## src/rtl/pkt_coal_pkg.sv

```systemverilog
package pkt_coal_pkg;
  typedef enum logic [1:0] {
    SEL_THRESH = 2'd0,
    SEL_BOUND  = 2'd1,
    SEL_DEC    = 2'd2,
    SEL_NONE   = 2'd3
  } reg_sel_e;
endpackage

```

## src/rtl/pkt_cfg_regs.sv

```systemverilog
module pkt_cfg_regs
  import pkt_coal_pkg::*;
#(
  parameter int DATA_W  = 16,
  parameter int THR_W   = 8,
  parameter int BOUND_W = 10
) (
  input  logic               clk,
  input  logic               rst,
  input  logic               wr_en,
  input  logic [1:0]         wr_sel,
  input  logic [DATA_W-1:0]  wr_data,
  output logic [THR_W-1:0]   thresh,
  output logic [BOUND_W-1:0] bound,
  output logic               dec_req
);
  localparam logic [DATA_W-1:0] DEC_CODE = DATA_W'(1);

  reg_sel_e sel;
  assign sel = reg_sel_e'(wr_sel);

  always_ff @(posedge clk) begin
    if (rst) begin
      thresh <= '0;
      bound  <= '0;
    end else if (wr_en) begin
      if (sel == SEL_THRESH) thresh <= wr_data[THR_W-1:0];
      if (sel == SEL_BOUND)  bound  <= wr_data[BOUND_W-1:0];
    end
  end

  // only the value 1 is a legal counter write; anything else is dropped
  assign dec_req = wr_en && (sel == SEL_DEC) && (wr_data == DEC_CODE);

  // a write to another selector leaves the threshold untouched
  assert_thr_hold_R10: assert property (@(posedge clk) disable iff (rst)
    !(wr_en && sel == SEL_THRESH) |=> $stable(thresh));
endmodule

```

## src/rtl/pkt_count_unit.sv

```systemverilog
module pkt_count_unit #(
  parameter int CNT_W = 8
) (
  input  logic             clk,
  input  logic             rst,
  input  logic             inc,
  input  logic             dec,
  output logic [CNT_W-1:0] cnt
);
  localparam logic [CNT_W-1:0] CNT_MAX = '1;

  always_ff @(posedge clk) begin
    if (rst) begin
      cnt <= '0;
    end else begin
      unique case ({inc, dec})
        2'b10:   if (cnt != CNT_MAX) cnt <= cnt + CNT_W'(1);
        2'b01:   if (cnt != '0)      cnt <= cnt - CNT_W'(1);
        default: ;  // idle, or both at once: the two cancel
      endcase
    end
  end

  assert_inc_step_R2: assert property (@(posedge clk) disable iff (rst)
    (inc && !dec && cnt != CNT_MAX) |=> cnt == $past(cnt) + CNT_W'(1));
  assert_dec_step_R3: assert property (@(posedge clk) disable iff (rst)
    (dec && !inc && cnt != '0) |=> cnt == $past(cnt) - CNT_W'(1));
  assert_merge_R4: assert property (@(posedge clk) disable iff (rst)
    (inc && dec) |=> $stable(cnt));
  assert_no_underflow_R5: assert property (@(posedge clk) disable iff (rst)
    (cnt == '0 && !inc) |=> cnt == '0);
  assert_no_overflow_R5: assert property (@(posedge clk) disable iff (rst)
    (cnt == CNT_MAX && !dec) |=> cnt == CNT_MAX);
endmodule

```

## src/rtl/pkt_thresh_cmp.sv

```systemverilog
module pkt_thresh_cmp #(
  parameter int CNT_W = 8,
  parameter int THR_W = 8
) (
  input  logic             clk,
  input  logic             rst,
  input  logic [CNT_W-1:0] cnt,
  input  logic [THR_W-1:0] thresh,
  output logic             irq
);
  localparam int CMP_W = (CNT_W > THR_W) ? CNT_W : THR_W;

  logic [CMP_W-1:0] cnt_x, thr_x;
  logic             hit;

  assign cnt_x = CMP_W'(cnt);
  assign thr_x = CMP_W'(thresh);
  assign hit   = (thresh != '0) && (cnt_x >= thr_x);

  always_ff @(posedge clk) begin
    if (rst) irq <= 1'b0;
    else     irq <= hit;
  end

  assert_thr_off_R7: assert property (@(posedge clk) disable iff (rst)
    (thresh == '0) |=> !irq);
  assert_below_R6: assert property (@(posedge clk) disable iff (rst)
    (cnt_x < thr_x) |=> !irq);
endmodule

```

## src/rtl/pkt_wait_timer.sv

```systemverilog
module pkt_wait_timer #(
  parameter int CNT_W   = 8,
  parameter int BOUND_W = 10
) (
  input  logic               clk,
  input  logic               rst,
  input  logic               pending,
  input  logic               tick,
  input  logic [CNT_W-1:0]   cnt,
  input  logic [BOUND_W-1:0] bound,
  output logic               timeout
);
  logic [BOUND_W-1:0] elapsed;
  logic               run, fire;

  assign run  = !pending && (cnt != '0) && (bound != '0);
  // >= rather than == so a bound lowered below the elapsed time still fires
  assign fire = run && tick && (elapsed >= bound - BOUND_W'(1));

  always_ff @(posedge clk) begin
    if (rst) begin
      elapsed <= '0;
      timeout <= 1'b0;
    end else begin
      timeout <= fire;
      if (!run || fire)  elapsed <= '0;
      else if (tick)     elapsed <= elapsed + BOUND_W'(1);
    end
  end

  assert_idle_clear_R9: assert property (@(posedge clk) disable iff (rst)
    (pending || cnt == '0) |=> elapsed == '0);
  assert_bound_off_R9: assert property (@(posedge clk) disable iff (rst)
    (bound == '0) |=> !timeout);
  assert_tick_cause_R8: assert property (@(posedge clk) disable iff (rst)
    (!tick || pending) |=> !timeout);
endmodule

```

## src/rtl/pkt_coalesce_top.sv

```systemverilog
module pkt_coalesce_top #(
  parameter int DATA_W  = 16,
  parameter int CNT_W   = 8,
  parameter int THR_W   = 8,
  parameter int BOUND_W = 10
) (
  input  logic              clk,
  input  logic              rst,
  input  logic              pkt_done,
  input  logic              wr_en,
  input  logic [1:0]        wr_sel,
  input  logic [DATA_W-1:0] wr_data,
  input  logic              irq_pending,
  input  logic              ms_tick,
  output logic [CNT_W-1:0]  pkt_count,
  output logic              thr_irq,
  output logic              timeout_irq
);
  logic [THR_W-1:0]   thresh;
  logic [BOUND_W-1:0] bound;
  logic               dec_req;

  pkt_cfg_regs #(.DATA_W(DATA_W), .THR_W(THR_W), .BOUND_W(BOUND_W)) u_cfg (
    .clk(clk), .rst(rst), .wr_en(wr_en), .wr_sel(wr_sel), .wr_data(wr_data),
    .thresh(thresh), .bound(bound), .dec_req(dec_req)
  );

  pkt_count_unit #(.CNT_W(CNT_W)) u_cnt (
    .clk(clk), .rst(rst), .inc(pkt_done), .dec(dec_req), .cnt(pkt_count)
  );

  pkt_thresh_cmp #(.CNT_W(CNT_W), .THR_W(THR_W)) u_thr (
    .clk(clk), .rst(rst), .cnt(pkt_count), .thresh(thresh), .irq(thr_irq)
  );

  pkt_wait_timer #(.CNT_W(CNT_W), .BOUND_W(BOUND_W)) u_tmr (
    .clk(clk), .rst(rst), .pending(irq_pending), .tick(ms_tick),
    .cnt(pkt_count), .bound(bound), .timeout(timeout_irq)
  );

  assert_reset_state_R1: assert property (@(posedge clk)
    rst |=> (pkt_count == '0 && !thr_irq && !timeout_irq));
endmodule

```

## config.mk

```make
export PLATFORM = sky130hd
export DESIGN_NAME = pkt_coalesce_top
export DESIGN_NICKNAME = d
export VERILOG_FILES = /design/src/rtl/pkt_coal_pkg.sv /design/src/rtl/pkt_cfg_regs.sv /design/src/rtl/pkt_count_unit.sv /design/src/rtl/pkt_thresh_cmp.sv /design/src/rtl/pkt_wait_timer.sv /design/src/rtl/pkt_coalesce_top.sv
export SDC_FILE = /design/constraint.sdc
export NUM_CORES = 1
export LEC_CHECK = 0
export CAP_MARGIN = 15
export CELL_PAD_IN_SITES_DETAIL_PLACEMENT = 1
export CELL_PAD_IN_SITES_GLOBAL_PLACEMENT = 1
export CORE_UTILIZATION = 45
export DETAILED_ROUTE_END_ITERATION = 16
export GPL_TIMING_DRIVEN = 0
export PLACE_DENSITY = 0.9
export SLEW_MARGIN = 5
export SYNTH_ARGS = -nofsm -noshare
export SYNTH_HDL_FRONTEND = slang
export SYNTH_HIERARCHICAL = 1
export SYNTH_SLANG_ARGS = --single-unit
```

## constraint.sdc

```tcl
create_clock -name clk -period 6.7 [get_ports clk]
set_input_delay 1.34 -clock clk [delete_from_list [all_inputs] [get_ports clk]]
set_output_delay 1.34 -clock clk [all_outputs]
set_load 0.01 [all_outputs]
```

==> results_dict.tcl <==
set metrics [dict create \
    status "completed" \
    avgSynthCellArea_sq_um 8.997 \
    worstPathCellList "clkdlybuf4s50_1 -> nor4_1 -> nand3_1 -> nor2_1 -> nand2b_1 -> clkbuf_1 -> xnor2_1 -> ha_1 -> or3b_1 -> a22oi_1 -> mux2_1" \
    rows 26 \
    hold_buffers 0 \
    grt_usage 0.2422 \
    fin_area_sq_um 2915 \
    ys_ff_latch 38 \
    post_cts_buffers 0 \
    layout.nets 352 \
    critPathMaxFanout 8 \
    grt_setup_unrepaired "no" \
    gp_congestion 0.8447 \
    antenna_found_initial 0 \
    worstSetupPathType "in2reg" \
    holdPathEnd "u_tmr/elapsed[1]$_SDFFE_PP0P_" \
    synth_edf_count 0 \
    worstHoldStart "u_tmr/elapsed[1]$_SDFFE_PP0P_" \
    power_per_cell_area_nw_per_um2 167.0 \
    ios 34 \
    setup_slack_ps 2654 \
    dr.first_iter.drc_count 46 \
    grt-ovfl-total 0 \
    routedWlPerCell_um 16.37 \
    r2r-start "u_cfg/bound[0]$_SDFFE_PP0P_" \
    pre_cts_ws_ps 2411 \
    max-cap-violations 0 \
    hold_viol_final 0 \
    syn_nets 312 \
    fin_crit_sh 0.6039 \
    fmax_ghz 0.2472 \
    setup_viol 0 \
    grt_pass1_vias 2197 \
    ir_drop_uv 120.7 \
    critPathSlowestCell "clkdlybuf4s50_1" \
    h-tree-depth 2 \
    crit_required_ps 6880 \
    critical-path-max-stage-delay_ps 490 \
    mostFrequentLayoutCell "dfxtp_1" \
    clock_skew_ps 5.386 \
    dp_hpwl_um 4621 \
    hold_path_depth 2 \
    total_power_mw 0.4869 \
    core_area_sq_um 5140 \
    postSynthCellCount 267 \
    final_max_slew_viol_count 0 \
    drtAntennaViolNets 0 \
    cts_tree "yes" \
    clk_pin_slew_ps 70 \
    viasPerCell 5.481 \
    fillers 644 \
    antenna_cells 0 \
    die_x_um 75.07 \
    hp-class "reg2reg" \
    ys_seq_area_frac 0.3167 \
    worst_pin_slew_ps 484.3 \
    clock_latency_ps 300 \
    cts_made_buffers 5 \
    cts-root-buf "clkbuf_8" \
    cts.sinks 38 \
    die_area_sq_um 5635 \
    maxSlewHeadroom 0.6771 \
    yosys_warnings 6 \
    chipHeight_um 75.07 \
    arrival_ps 4230 \
    initial_core_util 0.4674 \
    cp-end-kind "flip-flop" \
    cts.path.max_buffers 2 \
    wirelength_um 6187 \
    grt_pass1_wl_um 10250 \
    vias 2072 \
    dr.pass1.iters 4 \
    timing.rr.end "u_tmr/elapsed[9]$_SDFFE_PP0P_" \
    drive_gt1_frac 0.09740 \
    most-common-layout-cells "dfxtp_1, nor2_1, clkdlybuf4s50_1, ha_1, mux2i_1" \
    reg2reg_depth 11 \
    portBuffers 33 \
    leakagePower_nw 1.172 \
    min_period_ps 4046 \
    place_area_sq_um 2820 \
    synthFlopType "dfxtp_1" \
    layout-area-overhead-vs-synth_pct 21.35 \
    synthArstFlopShare 0 \
    grt_max_degree 13 \
    cts_resized 0 \
    fin_setup_tns_ps 0 \
    drc_errors 0 \
    r2r_slack_ps 3850 \
    cp-start-kind "input pin" \
    ys_types 50 \
    synth_area_sq_um 2402 \
]
## kinds of logic after synthesis
group                    Yosys count  synth area share
buffers and inverters             23           0.04375
AND/OR/NAND/NOR                  110            0.2578
multiplexers                      25            0.1073
adder cells (fa/ha/maj)           21            0.1094
AO/OA/AOI/OAI                     34            0.1068
flip-flops                        38            0.3167
XOR/XNOR                          16           0.05833
## Yosys cell counts (3+ instances only)
cell type,n,share of area
dfxtp_1,38,0.32
nor2_1,35,0.055
ha_1,21,0.11
mux2i_1,19,0.079
inv_1,15,0.023
a21oi_1,12,0.025
nand2_1,10,0.016
xnor2_1,10,0.036
nand4_1,9,0.023
nor2b_1,8,0.021
nor4_1,8,0.021
nand3_1,7,0.015
nor3_1,7,0.015
xor2_1,6,0.022
nand3b_1,5,0.016
a21o_1,4,0.013
mux2_2,4,0.019
a22oi_1,3,0.0094
and2_1,3,0.0078
nand2b_1,3,0.0078
nor2_2,3,0.0078
## per-layer routing
metal  wire [um]  global-route usage
met1        2724              0.2834
met2        3245              0.4545
met3         144             0.03614
met4          73             0.06918
met5           0                   0
## per-stage QoR
step	utilization	hold slack (ps)	instances
2_1_floorplan	-	463.4	267
3_3_place_gp	0.5487	490.8	370
3_5_place_dp	0.5487	501.7	370
4_1_cts	0.5672	511.7	378
5_1_grt	0.5672	546.3	378
6_report	0.5672	507.9	378
## registers in the layout (all words and copies together), names as in the netlist
signal,flops
u_cfg/bound,10
u_thr/irq,1
u_tmr/elapsed,10
u_cfg/thresh,8
u_cnt/cnt,8
u_tmr/timeout,1
## report_power, final
group	internal, mW	total, mW	switching, mW
combinational	0.0407	0.0788	0.0381
clock	0.0828	0.170	0.0868
sequential	0.231	0.239	0.00749
## worst max-delay path: cells and delay by family
family	cells	cell delay (ps)
xor gates and xnor gates	1	180
adders and majority gates	1	280
AOI/OAI and AO/OA	1	190
and+or+nand+nor	5	1180
buffers and inverters	2	710
muxes	1	340
## how the worst max path moves through the flow
| stage | slack, ps | to | start |
|---|---|---|---|
| after floorplan | 3260 | u_cnt/cnt[4]$_SDFFE_PP0P_ | wr_data[11] |
| after global placement | 2520 | u_cnt/cnt[4]$_SDFFE_PP0P_ | wr_data[3] |
| after detailed placement | 2410 | u_cnt/cnt[4]$_SDFFE_PP0P_ | wr_data[3] |
| after CTS | 2660 | u_cnt/cnt[4]$_SDFFE_PP0P_ | wr_data[7] |
| after global routing | 2500 | u_cnt/cnt[4]$_SDFFE_PP0P_ | wr_sel[1] |
| final | 2650 | u_cnt/cnt[4]$_SDFFE_PP0P_ | wr_data[3] |
## area by class of cell
| type | instances | area, sq um | area share |
|---|---|---|---|
| Tap cell | 70 | 87.58 | 0.03004 |
| Buffer | 8 | 48.80 | 0.01674 |
| Clock buffer | 6 | 82.58 | 0.02833 |
| Sequential cell | 38 | 760.7 | 0.2609 |
| Clock inverter | 2 | 12.51 | 0.004292 |
| Timing Repair Buffer | 33 | 330.3 | 0.1133 |
| Multi-Input combinational cell | 206 | 1536 | 0.5270 |
| Inverter | 15 | 56.30 | 0.01931 |
No activity file was read; power rests on OpenSTA's default activity.
